$ cat src/rtl/tri_timer_pkg.sv
package tri_timer_pkg;
    parameter int NCH       = 3;
    parameter int MATCHES   = 3;
    parameter int CTRL_W    = 6;
    parameter int STAT_W    = 6;
    parameter int ECTL_W    = 3;
    parameter int CNT_W     = 16;
    parameter int RDATA_W   = 32;
    parameter int GRP_COUNT = 11;
    parameter int GRP_W     = 4;
    localparam int CH_W     = $clog2(NCH);
    localparam int RESTART_BIT = 4;
    localparam logic [CTRL_W-1:0] CNT_CTRL_RST  = 6'h21;
    localparam logic [CTRL_W-1:0] CNT_CTRL_MASK = 6'h2F;

    typedef enum logic [GRP_W-1:0] {
        G_CLK  = 4'd0,
        G_CNT  = 4'd1,
        G_VAL  = 4'd2,
        G_IVL  = 4'd3,
        G_M1   = 4'd4,
        G_M2   = 4'd5,
        G_M3   = 4'd6,
        G_STAT = 4'd7,
        G_IEN  = 4'd8,
        G_ECTL = 4'd9,
        G_EVAL = 4'd10,
        G_NONE = 4'd15
    } grp_e;

    typedef struct packed {
        logic [CTRL_W-1:0]               clk_ctrl;
        logic [CTRL_W-1:0]               cnt_ctrl;
        logic                            restart;
        logic [CNT_W-1:0]                interval;
        logic [MATCHES-1:0][CNT_W-1:0]   match;
        logic [STAT_W-1:0]               ien;
        logic [ECTL_W-1:0]               ectl;
        logic [STAT_W-1:0]               stat;
    } chan_st_t;

    typedef struct packed {
        logic               rsp_valid;
        logic [RDATA_W-1:0] rdata;
    } top_st_t;
endpackage

$ cat src/rtl/tri_timer_decode.sv
module tri_timer_decode
    import tri_timer_pkg::*;
#(
    parameter int ADDR_W = 12
) (
    input  logic [ADDR_W-1:0] addr_i,
    output grp_e              grp_o,
    output logic [NCH-1:0]    ch_oh_o,
    output logic [CH_W-1:0]   ch_idx_o
);
    localparam int WORD_W = ADDR_W - 2;

    logic [WORD_W-1:0] word;
    logic [WORD_W-1:0] quot;
    logic [WORD_W-1:0] rem;

    always_comb begin
        word     = addr_i[ADDR_W-1:2];
        quot     = word / WORD_W'(NCH);
        rem      = word % WORD_W'(NCH);
        grp_o    = G_NONE;
        ch_oh_o  = '0;
        ch_idx_o = '0;
        if (addr_i[1:0] == 2'b00 && quot < WORD_W'(GRP_COUNT)) begin
            grp_o = grp_e'(quot[GRP_W-1:0]);
            for (int c = 0; c < NCH; c++) begin
                if (rem == WORD_W'(c)) begin
                    ch_oh_o[c] = 1'b1;
                    ch_idx_o   = CH_W'(c);
                end
            end
        end
    end

    always_comb begin
        AST_ONE_CHANNEL: assert ($onehot0(ch_oh_o));
    end
endmodule

$ cat src/rtl/tri_timer_chan.sv
module tri_timer_chan
    import tri_timer_pkg::*;
(
    input  logic                     clk,
    input  logic                     rst_n,
    input  logic                     wr_i,
    input  logic                     rd_i,
    input  grp_e                     grp_i,
    input  logic [CNT_W-1:0]         wdata_i,
    input  logic [STAT_W-1:0]        evt_set_i,
    output logic [CTRL_W-1:0]        clk_ctrl_o,
    output logic [CTRL_W-1:0]        cnt_ctrl_o,
    output logic                     restart_o,
    output logic [CNT_W-1:0]         interval_o,
    output logic [MATCHES*CNT_W-1:0] match_o,
    output logic [STAT_W-1:0]        ien_o,
    output logic [ECTL_W-1:0]        ectl_o,
    output logic [STAT_W-1:0]        stat_o,
    output logic                     irq_o
);
    chan_st_t st_d, st_q;

    always_comb begin
        st_d         = st_q;
        st_d.restart = 1'b0;
        if (rd_i && grp_i == G_STAT) begin
            st_d.stat = '0;
        end
        st_d.stat = st_d.stat | evt_set_i;
        if (wr_i) begin
            case (grp_i)
                G_CLK:  st_d.clk_ctrl = wdata_i[CTRL_W-1:0];
                G_CNT: begin
                    st_d.cnt_ctrl = wdata_i[CTRL_W-1:0] & CNT_CTRL_MASK;
                    st_d.restart  = wdata_i[RESTART_BIT];
                end
                G_IVL:  st_d.interval = wdata_i;
                G_IEN:  st_d.ien      = wdata_i[STAT_W-1:0];
                G_ECTL: st_d.ectl     = wdata_i[ECTL_W-1:0];
                default: ;
            endcase
            for (int m = 0; m < MATCHES; m++) begin
                if (int'(grp_i) == int'(G_M1) + m) begin
                    st_d.match[m] = wdata_i;
                end
            end
        end
    end

    always_ff @(posedge clk or negedge rst_n) begin
        if (!rst_n) begin
            st_q          <= '0;
            st_q.cnt_ctrl <= CNT_CTRL_RST;
        end else begin
            st_q <= st_d;
        end
    end

    assign clk_ctrl_o = st_q.clk_ctrl;
    assign cnt_ctrl_o = st_q.cnt_ctrl;
    assign restart_o  = st_q.restart;
    assign interval_o = st_q.interval;
    assign match_o    = st_q.match;
    assign ien_o      = st_q.ien;
    assign ectl_o     = st_q.ectl;
    assign stat_o     = st_q.stat;
    assign irq_o      = |(st_q.stat & st_q.ien);

    AST_STAT_CLEARS: assert property (@(posedge clk) disable iff (!rst_n)
        (rd_i && grp_i == G_STAT && evt_set_i == '0) |=> (stat_o == '0));
    AST_EVT_KEPT: assert property (@(posedge clk) disable iff (!rst_n)
        (evt_set_i != '0) |=> ((stat_o & $past(evt_set_i)) == $past(evt_set_i)));
    AST_RESTART_SRC: assert property (@(posedge clk) disable iff (!rst_n)
        restart_o |-> $past(wr_i && grp_i == G_CNT && wdata_i[RESTART_BIT]));
endmodule

$ cat src/rtl/tri_timer_regs.sv
module tri_timer_regs
    import tri_timer_pkg::*;
#(
    parameter int ADDR_W = 12
) (
    input  logic                         clk,
    input  logic                         rst_n,
    input  logic                         req_valid,
    input  logic                         req_write,
    input  logic [ADDR_W-1:0]            req_addr,
    input  logic [CNT_W-1:0]             req_wdata,
    output logic                         rsp_valid,
    output logic [RDATA_W-1:0]           rsp_rdata,
    input  logic [NCH*CNT_W-1:0]         cnt_value,
    input  logic [NCH*CNT_W-1:0]         evt_value,
    input  logic [NCH*STAT_W-1:0]        evt_set,
    output logic [NCH*CTRL_W-1:0]        clk_ctrl,
    output logic [NCH*CTRL_W-1:0]        cnt_ctrl,
    output logic [NCH-1:0]               cnt_restart,
    output logic [NCH*CNT_W-1:0]         interval,
    output logic [NCH*MATCHES*CNT_W-1:0] match_val,
    output logic [NCH*ECTL_W-1:0]        evt_ctrl,
    output logic [NCH-1:0]               irq
);
    grp_e            grp;
    logic [NCH-1:0]  ch_oh;
    logic [CH_W-1:0] ch_idx;

    logic [CTRL_W-1:0]        clk_w   [NCH];
    logic [CTRL_W-1:0]        cnt_w   [NCH];
    logic [CNT_W-1:0]         ivl_w   [NCH];
    logic [MATCHES*CNT_W-1:0] match_w [NCH];
    logic [STAT_W-1:0]        ien_w   [NCH];
    logic [ECTL_W-1:0]        ectl_w  [NCH];
    logic [STAT_W-1:0]        stat_w  [NCH];

    tri_timer_decode #(.ADDR_W(ADDR_W)) decode_i (
        .addr_i   (req_addr),
        .grp_o    (grp),
        .ch_oh_o  (ch_oh),
        .ch_idx_o (ch_idx)
    );

    for (genvar i = 0; i < NCH; i++) begin : g_chan
        tri_timer_chan chan_i (
            .clk        (clk),
            .rst_n      (rst_n),
            .wr_i       (req_valid && req_write && ch_oh[i]),
            .rd_i       (req_valid && !req_write && ch_oh[i]),
            .grp_i      (grp),
            .wdata_i    (req_wdata),
            .evt_set_i  (evt_set[i*STAT_W +: STAT_W]),
            .clk_ctrl_o (clk_w[i]),
            .cnt_ctrl_o (cnt_w[i]),
            .restart_o  (cnt_restart[i]),
            .interval_o (ivl_w[i]),
            .match_o    (match_w[i]),
            .ien_o      (ien_w[i]),
            .ectl_o     (ectl_w[i]),
            .stat_o     (stat_w[i]),
            .irq_o      (irq[i])
        );
        assign clk_ctrl[i*CTRL_W +: CTRL_W]                = clk_w[i];
        assign cnt_ctrl[i*CTRL_W +: CTRL_W]                = cnt_w[i];
        assign interval[i*CNT_W +: CNT_W]                  = ivl_w[i];
        assign match_val[i*MATCHES*CNT_W +: MATCHES*CNT_W] = match_w[i];
        assign evt_ctrl[i*ECTL_W +: ECTL_W]                = ectl_w[i];
    end

    top_st_t st_d, st_q;
    logic [RDATA_W-1:0] rd_mux;

    always_comb begin
        rd_mux = '0;
        for (int c = 0; c < NCH; c++) begin
            if (ch_idx == CH_W'(c) && ch_oh[c]) begin
                case (grp)
                    G_CLK:  rd_mux = RDATA_W'(clk_w[c]);
                    G_CNT:  rd_mux = RDATA_W'(cnt_w[c]);
                    G_VAL:  rd_mux = RDATA_W'(cnt_value[c*CNT_W +: CNT_W]);
                    G_IVL:  rd_mux = RDATA_W'(ivl_w[c]);
                    G_M1:   rd_mux = RDATA_W'(match_w[c][0*CNT_W +: CNT_W]);
                    G_M2:   rd_mux = RDATA_W'(match_w[c][1*CNT_W +: CNT_W]);
                    G_M3:   rd_mux = RDATA_W'(match_w[c][2*CNT_W +: CNT_W]);
                    G_STAT: rd_mux = RDATA_W'(stat_w[c]);
                    G_IEN:  rd_mux = RDATA_W'(ien_w[c]);
                    G_ECTL: rd_mux = RDATA_W'(ectl_w[c]);
                    G_EVAL: rd_mux = RDATA_W'(evt_value[c*CNT_W +: CNT_W]);
                    default: rd_mux = '0;
                endcase
            end
        end
        st_d.rsp_valid = req_valid && !req_write;
        st_d.rdata     = st_d.rsp_valid ? rd_mux : st_q.rdata;
    end

    always_ff @(posedge clk or negedge rst_n) begin
        if (!rst_n) begin
            st_q <= '0;
        end else begin
            st_q <= st_d;
        end
    end

    assign rsp_valid = st_q.rsp_valid;
    assign rsp_rdata = st_q.rdata;

    AST_RSP_AFTER_READ: assert property (@(posedge clk) disable iff (!rst_n)
        (req_valid && !req_write) |=> rsp_valid);
    AST_NO_SPURIOUS_RSP: assert property (@(posedge clk) disable iff (!rst_n)
        !(req_valid && !req_write) |=> !rsp_valid);
endmodule

$ cat config.mk
export PLATFORM = sky130hd
export DESIGN_NAME = tri_timer_regs
export DESIGN_NICKNAME = d
export VERILOG_FILES = /design/src/rtl/tri_timer_pkg.sv /design/src/rtl/tri_timer_decode.sv /design/src/rtl/tri_timer_chan.sv /design/src/rtl/tri_timer_regs.sv
export SDC_FILE = /design/constraint.sdc
export NUM_CORES = 1
export LEC_CHECK = 0
export BUFFER_PORTS_ARGS = -buffer_cell sky130_fd_sc_hd__buf_2
export CORE_AREA = 2 2 189 191
export DETAILED_ROUTE_END_ITERATION = 10
export DIE_AREA = 0 0 191 193
export MAX_ROUTING_LAYER = met4
export PLACE_DENSITY = 0.69
export SLEW_MARGIN = 20
export SYNTH_ARGS = -nofsm -noshare
export SYNTH_HDL_FRONTEND = slang
export SYNTH_SLANG_ARGS = --single-unit
$ cat constraint.sdc
create_clock -name clk -period 1.9 [get_ports clk]
set_input_delay 0.57 -clock clk [delete_from_list [all_inputs] [get_ports clk]]
set_output_delay 0.57 -clock clk [all_outputs]
set_load 0.01 [all_outputs]
==> metrics.yaml, run 1 <==
logic_synthesis:
  synth_flop_cell: "dfrtp_1"
  postSynthCellCount: 1320
  synth-async-reset-ratio_pct: 100
  netlist-cell-type-count: 99
  synth_enable_flop_cells: 0
  synth.ff_latch_count: 290
  synth.cell_area_um2: 15400
  yosysTopAreaCellShare_pct: 46.1
  sequential_fraction_of_the_synthesis_area_pct: 47.1
  synth_top_cell_by_area: "dfrtp_1"
  yosysWarnings: 0
  post_synth.cell_area_avg_um2: 11.7
  synthTopCellsByArea: "dfrtp_1 (46%), mux2_2 (16%), a22oi_1 (3.4%)"
sta:
  holdWs_ns: 0.212
  rsz_0062_raised_after_global_routing: "true"
  min_cycle_time_layout_ns: 4.44
  min_period_over_period_pct: 234
  slew_viol_final: 0
  fmax_mhz: 225
  post-route-worst-setup-slack_ns: -2.54
  tightest_slew_ns: 0.652
  relSlewSlack_pct: 56.6
  setup_viol: 292
  clock_skew_after_layout_ns: 0.0112
  hold_viol: 0
global_route:
  grt_usage_pct: 38.2
  first_pass_grt_wire_length_um: 101000
  grt_pass1_vias: 15500
  grt.overflow.total: 0
  antenna_found_initial: 4
  grt_max_degree: 61
worst_setup_path:
  critPathKind: "input port to flip-flop"
  critPathCaptureType: "flip-flop"
  crit_path_cell_trace: "buf_6 > nor2b_2 > a221o_1 > o21a_4 > a21oi_4 > o21a_1 > o21ai_1 > inv_1 > ha_2 > buf_4 > nor2_1 > a22oi_1 > nor2_1 > a211oi_2 > buf_4 > buf_4 > a21oi_2 > nor2_8 > nand3_4 > buf_12 > nor3_4 > buf_6 > mux2_4"
  critical_path_arrival_ns: 4.85
  critical-path-max-stage-delay_ns: 0.38
  worst_setup_path_start_kind: "input port"
  crit_slowest_cell: "a221o_1"
  critical_path.most_common_cell: "buf_4"
  timing.critical_path.fanout_max: 11
  critPathRequiredTime_ns: 2.31
  path_delay_family: "compound AO/OA/AOI/OAI gates"
  worstPathBufferInverterCount: 7
outcome:
  violations: "negative setup slack"
  run_status: "complete, but fails checks"
detailed_routing:
  vias: 15800
  route.detailed.drc: 0
  avgViaCountPerCell: 6.30
  routed_wire_length_per_instance_um: 28.7
  postRouteAntennaNets: 0
  detail_route.first_pass.iterations: 7
  drt-initial-drc-count: 1767
  finalWirelength_um: 72000
floorplan:
  initial_utilization_pct: 44.1
  chipHeight_um: 193
  core_um2: 35000
  dieArea_um2: 36900
  die_w_um: 191
  ioPinCount: 422
  core.rowCount: 69
pwr:
  total_leakage_power_nw: 12.1
  ir_worst_vdd_uv: 604
  design_power_total_mw: 17.0
  power_density_nw_per_um2: 700
place:
  gp_routability_congestion: 0.966
  io_buffer_count: 402
  postPlaceCellArea_um2: 20500
  place.detailed.hpwl_um: 50300
final_layout:
  postLayoutCellArea_um2: 24300
  drive_gt1_share_pct: 62.2
  regArea_um2: 7270
  fillerInstances: 2522
  multi_input_comb_area_um2: 9230
  nNetsFinal: 2170
  area_growth_syn_to_layout_pct: 57.5
run:
  max_capacitance_violation_total: 0
clock_tree:
  clkLatencyLatePin_ns: 0.53
  clkSlewWorstSetupHoldPaths_ns: 0.06
  cts_tree: "built"
  tritoncts_num_sinks: 290
  master_cell_of_the_clock_root_buffer: "clkbuf_16"
  cts_buffers: 34
  cts_max_path_buffers: 3
  cts_max_level: 2
min_path:
  hold_path_class: "input port to flip-flop"
[area by class of cell]
cell class                 count  share of cell area, %
antenna                        4                 0.0412
clock buffer                  48                   4.22
clock inverter                13                  0.911
inverter                      10                  0.165
multi-input combinational    907                   38.0
sequential                   290                   29.9
tap                          461                   2.37
timing repair buffer         779                   24.4
[report_power, final]
part	total (mW)	switching (mW)	internal [mW]
clock	7.26	2.79	4.47
sequential	6.18	0.000496	6.18
combinational	3.58	1.90	1.68
total	17.0	4.69	12.3
[cells in the mapped netlist (5+ instances only)]
| cell type | number |
|---|---|
| a32oi_1 | 5 |
| and3_1 | 14 |
| clkbuf_1 | 60 |
| nand4_1 | 14 |
| nor3_1 | 23 |
| a22o_1 | 21 |
| o21a_1 | 5 |
| buf_1 | 9 |
| o211ai_1 | 9 |
| buf_4 | 39 |
| mux2i_1 | 21 |
| dfrtp_1 | 284 |
| nor2_1 | 30 |
| buf_2 | 18 |
| a31oi_1 | 6 |
| o31ai_1 | 10 |
| and2_1 | 9 |
| a221oi_1 | 17 |
| dfstp_2 | 6 |
| a21o_1 | 21 |
| a222oi_1 | 22 |
| nor3_4 | 7 |
| a32o_1 | 6 |
| nor3_2 | 5 |
| mux2_1 | 37 |
| nand3_1 | 35 |
| inv_1 | 7 |
| o21ai_0 | 22 |
| buf_6 | 5 |
| mux2_2 | 221 |
| a21oi_1 | 33 |
| a22oi_1 | 69 |
| a211oi_1 | 9 |
| o211a_1 | 7 |
| nand2_1 | 81 |
| o2bb2ai_1 | 6 |
| a21boi_0 | 5 |
[stage by stage]
step                setup slack, ns  std cells  TNS, ns  util (%)
floorplan                     -3.19       1338  -885.87         -
finish                        -2.54       2512  -700.59      69.5
global route                  -2.68       2512  -741.92      69.5
CTS                           -2.45       2463  -677.31      66.4
detailed placement            -3.62       2348  -946.23      58.6
global placement              -3.49       2348  -912.64      58.6
[registers in the layout, indices dropped and copies added (netlist names)]
register	cells
g_chan.chan_i.ectl_o	9
g_chan.chan_i.match_o	144
g_chan.chan_i.interval_o	48
rsp_rdata	16
g_chan.chan_i.ien_o	18
g_chan.chan_i.clk_ctrl_o	18
g_chan.chan_i.stat_o	18
g_chan.chan_i.cnt_ctrl_o	15
rsp_valid	1
g_chan.chan_i.restart_o	3
[final timing paths]
kind                                                      to  depth (start not counted)  slack [ns]                          from
worst max-delay path            g_chan[1].chan_i.match_o[21]                         23       -2.54                  req_addr[11]
min in group asynchronous       g_chan[0].chan_i.match_o[12]                          2        0.46                         rst_n
worst min-delay path              g_chan[2].chan_i.stat_o[5]                          2        0.21                   evt_set[17]
max in group asynchronous         g_chan[2].chan_i.restart_o                          4        0.70                         rst_n
worst max register to register                  rsp_rdata[5]                          7       -0.08  g_chan[0].chan_i.match_o[21]
worst min register to register                 rsp_rdata[10]                          2        0.51                 rsp_rdata[10]
[layout by cell type (no fill, tap or decap), types with 20 or more instances in the layout]
| master | Yosys | final |
|---|---|---|
| mux2_4 | 0 | 184 |
| nand2_1 | 81 | 75 |
| dfrtp_1 | 284 | 282 |
| a21oi_1 | 33 | 25 |
| nor3_4 | 7 | 20 |
| nor2_1 | 30 | 27 |
| a22o_1 | 21 | 20 |
| buf_2 | 18 | 395 |
| a22oi_1 | 69 | 55 |
| a222oi_1 | 22 | 22 |
| buf_4 | 39 | 262 |
| mux2_2 | 221 | 71 |
| a21o_1 | 21 | 21 |
| buf_6 | 5 | 45 |
| clkbuf_16 | 0 | 38 |
| nand3_1 | 35 | 27 |
| buf_12 | 0 | 48 |
[layer usage]
metal  GRT usage (%)  vias up  share of wire, %
met5               -        -                 0
met4            16.7        0               4.9
met3            7.08      257                10
met2            58.0     1111                46
met1            50.2     7996                39
li1                -     6453                 -
[worst reg2reg max path, cell delays in order, from the launching register on]
cell and delay, ns:
dfrtp_1 0.39, a22oi_1 0.17, nor2_1 0.06, a21oi_1 0.47
o2111ai_4 0.16, a211oi_4 0.25, o32ai_2 0.12, a32o_1 0.25
[cell families after synthesis]
| logic type | Yosys count | share of synthesized area [%] |
|---|---|---|
| and+or+nand+nor | 264 | 10.1 |
| other | 1 | 0.0243 |
| DFF | 290 | 47.1 |
| muxes | 280 | 20.3 |
| buffers and inverters | 141 | 4.77 |
| AOI/OAI and AO/OA | 335 | 17.2 |
| adders and majority gates | 2 | 0.162 |
| xor gates and xnor gates | 7 | 0.397 |
[timing repair]
item                                    CTS  global route
pin swaps                                74            83
gates resized for setup                 219           159
gates cloned                              7             3
endpoints found under the setup margin  292           292
hold buffers                              1             0
hold endpoints to repair                 13             0
buffers inserted                         48            51
Power figures use the tool's default switching activity.
==> run 2, diff against run 1 <==
- CORE_AREA: 2 2 189 191 -> 2 2 252 254
- DIE_AREA: 0 0 191 193 -> 0 0 254 256
- PLACE_DENSITY: 0.69 -> default
==> run 2 against run 1 <==
Net effect:
- the flow still finishes with violations (negative setup slack)
- via count decreased by 1.3%
- clock-buffer cell count is 4 higher
- first-iteration DRC count fell by 15%
- critical path depth grew 3
- total power decreased by 3.8%
- fmax fell by 2.2%
- clock power decreased by 8.7%
- register-to-register slack got worse by 0.04 ns
- final cell count increased by 16%
- wire length is 15% higher
- highest routed layer unchanged
==> metrics.yaml, run 2 (synthesis gave the netlist of run 1 again) <==
clock_tree:
  cts_tree: "built"
  cts_max_path_buffers: 3
  cts_max_level: 2
  master_cell_of_the_clock_root_buffer: "clkbuf_16"
  clkLatencyLatePin_ns: 0.53
  cts_buffers: 34
  tritoncts_num_sinks: 290
  clkSlewWorstSetupHoldPaths_ns: 0.06
detailed_routing:
  drt-initial-drc-count: 1496
  avgViaCountPerCell: 5.37
  finalWirelength_um: 82700
  vias: 15600
  route.detailed.drc: 0
  routed_wire_length_per_instance_um: 28.4
  postRouteAntennaNets: 0
  detail_route.first_pass.iterations: 5
final_layout:
  largest_register_ff_count: 144
  fillerInstances: 6003
  drive_gt1_share_pct: 61.4
  final_cell_mix: "buf_2 (395), dfrtp_1 (282), buf_4 (265), mux2_4 (185), nand2_1 (76)"
  area_growth_syn_to_layout_pct: 60.9
  most_frequent_standard_cell_in_the_layout_excluding_fill_and_tap_cells: "buf_2"
  nNetsFinal: 2181
pwr:
  p_comb_share_pct: 21.8
  clock_network_fraction_of_design_power_pct: 40.5
  switching_share_pct: 28.6
  power_density_nw_per_um2: 659
  total_leakage_power_nw: 12.2
  power.switching_mw: 4.68
  design_power_total_mw: 16.4
  ir_worst_vdd_uv: 508
  share_of_power_burned_in_registers_pct: 37.7
  cell_internal_pwr_mw: 11.7
outcome:
  run_status: "complete, but fails checks"
  violations: "negative setup slack"
global_route:
  use_met1_pct: 32.0
  global_route_met3_utilization_pct: 5.23
  first_pass_grt_wire_length_um: 116000
  use_met2_pct: 38.6
  grt_usage_pct: 25.0
  antenna_found_initial: 4
  grt.overflow.total: 0
  grt.busiest_layer: "met2"
  grt_pass1_vias: 15800
  grt_max_degree: 56
floorplan:
  dieArea_um2: 65000
  core.rowCount: 92
  die_w_um: 254
  ioPinCount: 422
  core_um2: 62400
  chipHeight_um: 256
  initial_utilization_pct: 24.7
sta:
  hold_viol: 0
  clock_skew_after_layout_ns: 0.0168
  relSlewSlack_pct: 54.5
  fmax_mhz: 220
  rsz_0062_raised_after_global_routing: "true"
  post-route-worst-setup-slack_ns: -2.64
  setup_viol: 292
  min_period_over_period_pct: 239
  final.setup.tns_ns: -729.14
  slew_viol_final: 0
  tightest_slew_ns: 0.682
  min_cycle_time_layout_ns: 4.54
place:
  gp_routability_congestion: 0.962
  io_buffer_count: 402
  place.detailed.hpwl_um: 60800
worst_setup_path:
  timing.critical_path.fanout_max: 8
  crit_slowest_cell: "nor4b_4"
  critical_path.most_common_cell: "buf_12"
  critPathRequiredTime_ns: 2.31
  critical-path-max-stage-delay_ns: 0.38
  critical_path_arrival_ns: 4.95
  critPathCaptureType: "flip-flop"
  worst_setup_path_start_kind: "input port"
  critPathKind: "input port to flip-flop"
min_path:
  hold_path_class: "input port to flip-flop"
run:
  max_capacitance_violation_total: 0
run 2: cell count changes in the layout (fill, tap and decap cells not counted), sizes merged:
cell,before,now
buf,773,785
bufinv,5,2
clkbuf,52,55
bufbuf,1,0
clkinv,5,4
clkinvlp,2,1
diode,4,5
nand3,40,41
run 2: cell type report:
cell class	instances	area [µm²]	area share, %
clock buffer	52	1000	4.03
sequential	290	7270	29.3
tap	846	1060	4.26
antenna	5	12.5	0.0504
inverter	10	42.5	0.171
clock inverter	8	100	0.403
timing repair buffer	789	6080	24.5
multi-input combinational	908	9270	37.3
run 2: power by group through the flow:
stage | sequential [mW] | clock (mW) | combinational, mW
floorplan | 6.29 | 0 | 1.23
global placement | 6.29 | 0 | 2.60
detailed placement | 6.29 | 0 | 2.61
CTS | 6.18 | 6.71 | 3.30
global route | 6.18 | 6.97 | 3.70
finish | 6.18 | 6.63 | 3.57
run 2: timing repair:
action / in CTS / in global routing
gates cloned: 9 / 2
setup buffers: 62 / 37
hold endpoints to repair: 18 / 0
hold buffers: 1 / 0
pin swaps: 68 / 55
endpoints found under the setup margin: 292 / 292
gates resized for setup: 229 / 159
run 2: path summary, 6_finish.rpt:
path	from	to	slack [ns]	depth (start not counted)
max in group asynchronous	rst_n	g_chan[2].chan_i.cnt_ctrl_o[0]	0.71	3
setup / recovery	req_addr[7]	g_chan[2].chan_i.interval_o[12]	-2.64	26
min in group asynchronous	rst_n	g_chan[0].chan_i.match_o[14]	0.50	2
setup reg to reg	g_chan[0].chan_i.match_o[21]	rsp_rdata[5]	-0.12	7
hold / removal	evt_set[16]	g_chan[2].chan_i.stat_o[4]	0.22	2
hold reg to reg	rsp_rdata[8]	rsp_rdata[8]	0.48	2
run 2: per-layer routing:
layer,vias to the layer above,share of wire (%)
met4,0,4.4
met5,-,0
met2,906,46
met1,8041,41
li1,6465,-
met3,192,8.8
run 2: worst max-delay path, delay by kind of cell:
kind / cells / cell delay [ns]
buf+inv: 8 / 0.86
compound gates: 6 / 0.96
xor+xnor: 1 / 0.21
fa+ha+maj: 2 / 0.37
simple gates: 7 / 1.46
mux: 2 / 0.48
run 2: through the flow:
stage          util, %  setup slack [ns]  std cells  instance area (µm²)  hold WS, ns
2_1_floorplan        -             -3.19       1338                16100        0.274
3_3_place_gp      33.8             -3.55       2742                21100        0.460
3_5_place_dp      33.8             -3.62       2742                21100        0.465
4_1_cts           38.3             -2.59       2872                23900        0.200
5_1_grt           39.8             -2.80       2907                24800        0.212
6_report          39.8             -2.64       2908                24800        0.220
